**src/rtl/pwm_timer_pkg.sv**
```systemverilog
package pwm_timer_pkg;
  localparam int unsigned CNT_W = 16;
  typedef logic [CNT_W-1:0] cnt_t;

  typedef struct packed {
    cnt_t cnt;
    logic up;
  } step_t;

  // Counter position after one step
  function automatic step_t next_step(input cnt_t c, input logic up,
                                      input cnt_t top, input logic dual);
    step_t s;
    if (!dual) begin
      s.up  = 1'b1;
      s.cnt = (c >= top) ? '0 : c + 1'b1;
    end else if (up && c >= top) begin
      s.up  = 1'b0;
      s.cnt = (c == '0) ? '0 : c - 1'b1;
    end else if (up) begin
      s.cnt = c + 1'b1;
      s.up  = (s.cnt != top);
    end else begin
      s.cnt = (c == '0) ? c : c - 1'b1;
      s.up  = (c <= cnt_t'(1));
    end
    return s;
  endfunction

  // Single-slope level: compare wins over zero; CMP>=TOP is full on
  function automatic logic level_single(input cnt_t c, input cnt_t cmp,
                                        input cnt_t top, input logic inv);
    if (inv) return (c >= cmp);
    return (cmp >= top) || (c < cmp);
  endfunction

  // Dual-slope level by position and side of the slope
  function automatic logic level_dual(input cnt_t c, input logic asc,
                                      input cnt_t cmp, input cnt_t top,
                                      input logic inv);
    logic lv;
    if (asc) lv = (c < cmp) || (c == top && cmp >= top);
    else     lv = (c <= cmp);
    return lv ^ inv;
  endfunction
endpackage

```
**src/rtl/pwm_shadow.sv**
```systemverilog
module pwm_shadow
  import pwm_timer_pkg::*;
(
  input  logic clk,
  input  logic rst,
  input  logic load,
  input  cnt_t top_in,
  input  cnt_t cmp_in,
  output cnt_t top_a,
  output cnt_t cmp_a,
  output cnt_t top_n,
  output cnt_t cmp_n
);
  assign top_n = (rst || load) ? top_in : top_a;
  assign cmp_n = (rst || load) ? cmp_in : cmp_a;

  always_ff @(posedge clk) begin
    top_a <= top_n;
    cmp_a <= cmp_n;
  end

  AST_SHADOW_KEEP: assert property (@(posedge clk) disable iff (rst)
    !load |=> ($stable(top_a) && $stable(cmp_a)));
endmodule

```
**src/rtl/pwm_stepper.sv**
```systemverilog
module pwm_stepper
  import pwm_timer_pkg::*;
(
  input  logic clk,
  input  logic rst,
  input  logic step,
  input  logic dual,
  input  cnt_t top_a,
  output cnt_t cnt,
  output logic up,
  output logic at_top,
  output cnt_t nxt,
  output logic nxt_asc
);
  step_t s;

  assign s       = next_step(cnt, up, top_a, dual);
  assign at_top  = (cnt >= top_a);
  assign nxt     = s.cnt;
  assign nxt_asc = up || (s.cnt == '0);

  always_ff @(posedge clk) begin
    if (rst) begin
      cnt <= '0;
      up  <= 1'b1;
    end else if (step) begin
      cnt <= s.cnt;
      up  <= s.up;
    end
  end

  AST_HOLD_CNT: assert property (@(posedge clk) disable iff (rst)
    !step |=> ($stable(cnt) && $stable(up)));
  AST_FAST_WRAP: assert property (@(posedge clk) disable iff (rst)
    (step && !dual && cnt == top_a) |=> (cnt == '0));
  AST_FAST_UP: assert property (@(posedge clk) disable iff (rst)
    (step && !dual) |=> up);
  AST_DUAL_TURN: assert property (@(posedge clk) disable iff (rst)
    (step && dual && up && (cnt + 1'b1) == top_a) |=> (!up && cnt == $past(top_a)));
endmodule

```
**src/rtl/pwm_level.sv**
```systemverilog
module pwm_level
  import pwm_timer_pkg::*;
(
  input  logic clk,
  input  logic rst,
  input  logic step,
  input  logic dual,
  input  logic invert,
  input  cnt_t nxt,
  input  logic nxt_asc,
  input  cnt_t top_n,
  input  cnt_t cmp_n,
  output logic pwm_q
);
  logic lv;

  assign lv = dual ? level_dual(nxt, nxt_asc, cmp_n, top_n, invert)
                   : level_single(nxt, cmp_n, top_n, invert);

  always_ff @(posedge clk) begin
    if (rst)       pwm_q <= 1'b0;
    else if (step) pwm_q <= lv;
  end

  AST_LEVEL_HOLD: assert property (@(posedge clk) disable iff (rst)
    !step |=> $stable(pwm_q));
  AST_FULL_ON: assert property (@(posedge clk) disable iff (rst)
    (step && !dual && !invert && cmp_n == top_n) |=> pwm_q);
  AST_ZERO_OFF: assert property (@(posedge clk) disable iff (rst)
    (step && dual && !invert && cmp_n == '0) |=> !pwm_q);
endmodule

```
**src/rtl/pwm_timer.sv**
```systemverilog
module pwm_timer
  import pwm_timer_pkg::*;
(
  input  logic             clk,
  input  logic             rst,
  input  logic             cnt_en,
  input  logic [CNT_W-1:0] top_in,
  input  logic [CNT_W-1:0] cmp_in,
  input  logic             dual_mode,
  input  logic             invert,
  input  logic             out_en,
  output logic             pwm_out,
  output logic [CNT_W-1:0] count,
  output logic             dir_up
);
  cnt_t top_a, cmp_a, top_n, cmp_n, nxt;
  logic at_top, nxt_asc, load_ev, pwm_q;

  assign load_ev = cnt_en && at_top;

  pwm_shadow u_shadow (
    .clk(clk), .rst(rst), .load(load_ev), .top_in(top_in), .cmp_in(cmp_in),
    .top_a(top_a), .cmp_a(cmp_a), .top_n(top_n), .cmp_n(cmp_n)
  );

  pwm_stepper u_step (
    .clk(clk), .rst(rst), .step(cnt_en), .dual(dual_mode), .top_a(top_a),
    .cnt(count), .up(dir_up), .at_top(at_top), .nxt(nxt), .nxt_asc(nxt_asc)
  );

  pwm_level u_level (
    .clk(clk), .rst(rst), .step(cnt_en), .dual(dual_mode), .invert(invert),
    .nxt(nxt), .nxt_asc(nxt_asc), .top_n(top_n), .cmp_n(cmp_n), .pwm_q(pwm_q)
  );

  assign pwm_out = out_en & pwm_q;

  AST_GATE_OFF: assert property (@(posedge clk) disable iff (rst)
    (!out_en) |-> !pwm_out);
  AST_FALL_NONZERO: assert property (@(posedge clk) disable iff (rst)
    (dual_mode && !dir_up) |-> (count != '0));
endmodule

```
**config.mk**
```make
export PLATFORM = sky130hd
export DESIGN_NAME = pwm_timer
export DESIGN_NICKNAME = d
export VERILOG_FILES = /design/src/rtl/pwm_timer_pkg.sv /design/src/rtl/pwm_shadow.sv /design/src/rtl/pwm_stepper.sv /design/src/rtl/pwm_level.sv /design/src/rtl/pwm_timer.sv
export SDC_FILE = /design/constraint.sdc
export NUM_CORES = 1
export LEC_CHECK = 0
export ABC_AREA = 1
export BUFFER_PORTS_ARGS = -buffer_cell sky130_fd_sc_hd__buf_4
export CORE_MARGIN = 3
export CORE_UTILIZATION = 55
export CTS_BUF_LIST = sky130_fd_sc_hd__clkbuf_16
export CTS_CLUSTER_DIAMETER = 50
export DETAILED_ROUTE_END_ITERATION = 10
export GPL_ROUTABILITY_DRIVEN = 1
export PLACE_DENSITY = 0.75
export SYNTH_ARGS = -nofsm -noshare
export SYNTH_HDL_FRONTEND = slang
export SYNTH_SLANG_ARGS = --single-unit
```
**constraint.sdc**
```tcl
create_clock -name clk -period 5.3 [get_ports clk]
set_clock_uncertainty 0.2 [all_clocks]
set_input_delay 1.325 -clock clk [delete_from_list [all_inputs] [get_ports clk]]
set_output_delay 1.325 -clock clk [all_outputs]
set_load 0.1 [all_outputs]
```
==> flow_summary.ini <==
[layout]
final_core_util_pct = 64.55
final_cell_area_um2 = 5794
layout-drive-gt1-share_pct = 14.92
layout_common_cells = nand2_1, inv_1, nand3_1
area_growth_syn_to_layout_pct = 11.14
final_common_cell = nand2_1
nets = 966
antennaDiodeCount = 0

[yosys]
synth.area.top_cells = dfxtp_1, nand2_1, ha_1
syn_nets = 926
ys_async_sr_fraction_pct = 0
ys_types = 45
netlist_area_um2 = 5214
ys_seq_elements = 50
ys_seq_area_share_pct = 19.20
synth_top_area_share_pct = 19.20
syn_area_per_cell_um2 = 6.229
synth_top_cell_by_area = dfxtp_1
syn_inst = 837
yosysWarnings = 0
ys.flop_type = dfxtp_1
synth-edff-count = 0

[floorplan]
die_width_um = 103.4
die_h_um = 103.4
rows = 34
core_um2 = 8976
floorplan.initialDensity_pct = 58.08
die_area_um2 = 10680
num_io_pins = 56

[global_route]
overflow = 0
grt_pass1_vias = 5004
grt_pass1_wl_mm = 25.56
gr-usage-all-layers_pct = 30.92
grt_start_max_net_pins = 64
antenna_found_initial = 0

[pwr]
max-vdd-ir-drop_mv = 0.1751
p_seq_share_pct = 28.8
internal_power_uw = 862.0
p_leak_nw = 3.248
p_sw_uw = 777.0
p_per_area_nw_per_um2 = 282.9
switching_share_pct = 47.41
p_comb_share_pct = 50.8
clockPowerShare_pct = 20.4

[drt]
postRouteWirelength_mm = 15.84
viasPerCell = 5.389
wl_per_cell_um = 15.77
vias = 5411
drtIter0Drc = 366
dr.pass1.iters = 8
drc_errors = 0
ant_nets = 0

[setup_path]
critPathArrivalTime_ps = 4560
path_max_fanout = 63
rr_worst_depth = 27
critPathKind = flop to flop
cp.required_ps = 5280
endpoint_kind = flop
startpoint_type = flop

[hold_path]
worst_hold_path_type = flop to flop
min_path_cells = 2

[sta]
finalSetupTns_ps = 0
period_minus_slack_ps = 4580
rsz0062_at_grt = false
hold_violations = 0
setup-violations-final = 0
fmax_mhz = 218.3
relSlewSlack_pct = 30.02
worstMarginPinSlew_ps = 1023
fin_crit_sh_pct = 86.42
drv_slew = 0
fin_hold_ws_ps = 301.4

[cts]
cts_sinks = 50
clock-root-buffer = clkbuf_16
cts_tree = built
clock_latency_ps = 300
cts.clk_slew.worst_paths_ps = 70
post_cts_buffers = 0
h-tree-depth = 2
cts_resized = 0
cts_hold_buffers = 0
cts_buffer_depth = 2
numCtsBuffers = 5

[placement]
port_buffers = 55
gp_congestion = 0.9619
dpl_cell_area_um2 = 5648
dp_hpwl_mm = 12.58

[run_status]
status = finished clean

[run]
maxCapViolations = 0
==> power by group through the flow <==
stage,sequential [mW],clock [mW],combinational (mW)
4_1_cts,0.471,0.339,0.821
3_3_place_gp,0.478,0,0.800
3_5_place_dp,0.480,0,0.815
5_1_grt,0.477,0.352,0.936
6_report,0.472,0.335,0.832
2_1_floorplan,0.540,0,0.551
==> state kept, by name, summed over array words and instances, names as in the netlist <==
signal and count:
u_shadow.top_a 16, u_step.up 1, u_level.pwm_q 1, u_step.cnt 16
u_shadow.cmp_a 16
==> layer usage <==
metal	GRT usage, %	routed length, µm
met5	0	0
met4	12.65	633
met3	4.628	1217
met2	48.58	7011
met1	42.35	6976
==> cell type report <==
class,instances,area (µm²)
multi-input combinational,609,3483
sequential,50,1001
clock inverter,3,21.27
inverter,154,578.1
timing repair buffer,57,427.9
clock buffer,5,125.1
tap,126,157.7
fill,891,3182
==> synth_stat cells, types with 2 or more instances <==
| master | number |
|---|---|
| a2111oi_0 | 2 |
| a211oi_1 | 4 |
| a21oi_1 | 35 |
| buf_2 | 5 |
| buf_4 | 3 |
| buf_6 | 4 |
| clkbuf_1 | 9 |
| clkbuf_2 | 2 |
| dfxtp_1 | 50 |
| ha_1 | 51 |
| inv_1 | 140 |
| inv_2 | 13 |
| nand2_1 | 218 |
| nand2_2 | 19 |
| nand2_4 | 2 |
| nand2_8 | 3 |
| nand3_1 | 70 |
| nand3_2 | 5 |
| nand3b_1 | 4 |
| nand4_1 | 18 |
| nor2_1 | 59 |
| nor2_2 | 5 |
| nor2_4 | 5 |
| nor3_1 | 9 |
| nor4_1 | 2 |
| o211ai_1 | 5 |
| o21a_1 | 2 |
| o21ai_0 | 45 |
| o21ai_1 | 6 |
| o21ai_2 | 5 |
| o221ai_1 | 2 |
| or2_2 | 2 |
| xor2_1 | 20 |
| xor2_2 | 2 |
==> through the flow <==
step           total power [mW]  instances  setup WS [ps]
4_1_cts                   1.630       1004          757.6
6_report                  1.639       1004          719.5
2_1_floorplan             1.090        837          537.3
3_5_place_dp              1.295        996          764.5
5_1_grt                   1.765       1004          187.1
3_3_place_gp              1.279        996          920.4
==> cell families after synthesis <==
kind of cell             after synthesis  synth area share [%]
AND/OR/NAND/NOR                      425                 38.25
buffers and inverters                178                 13.99
AO/OA/AOI/OAI                        111                 12.34
adder cells (fa/ha/maj)               51                 12.24
flip-flops                            50                 19.20
XOR/XNOR                              22                 3.984
==> final timing paths <==
| path | start | end | slack [ps] |
|---|---|---|---|
| worst min register to register | u_shadow.top_a[13] | u_shadow.top_a[13] | 300 |
| worst max register to register | u_step.cnt[0] | u_level.pwm_q | 720 |
| worst max-delay path | u_step.cnt[0] | u_level.pwm_q | 720 |
| worst min-delay path | u_shadow.top_a[13] | u_shadow.top_a[13] | 300 |
==> critical path, cell delays in order, from the launching register on <==
cell	delay, ps
dfxtp_1	530
inv_1	190
ha_1	340
nand2_1	70
nor2_1	40
nor2_1	80
nand2_1	50
nand2_1	60
nand2_2	100
nand2_4	140
nand2_8	110
nand2_8	150
nand2_8	240
o21ai_0	380
inv_1	80
ha_1	280
inv_1	70
nor2_1	40
nor2_1	80
nor2_1	40
a211oi_1	160
o221ai_1	130
nor2b_1	140
o21ai_0	140
nand2_1	110
o31ai_1	230
o21a_1	170
a21oi_2	60
Power figures use the tool's default switching activity.
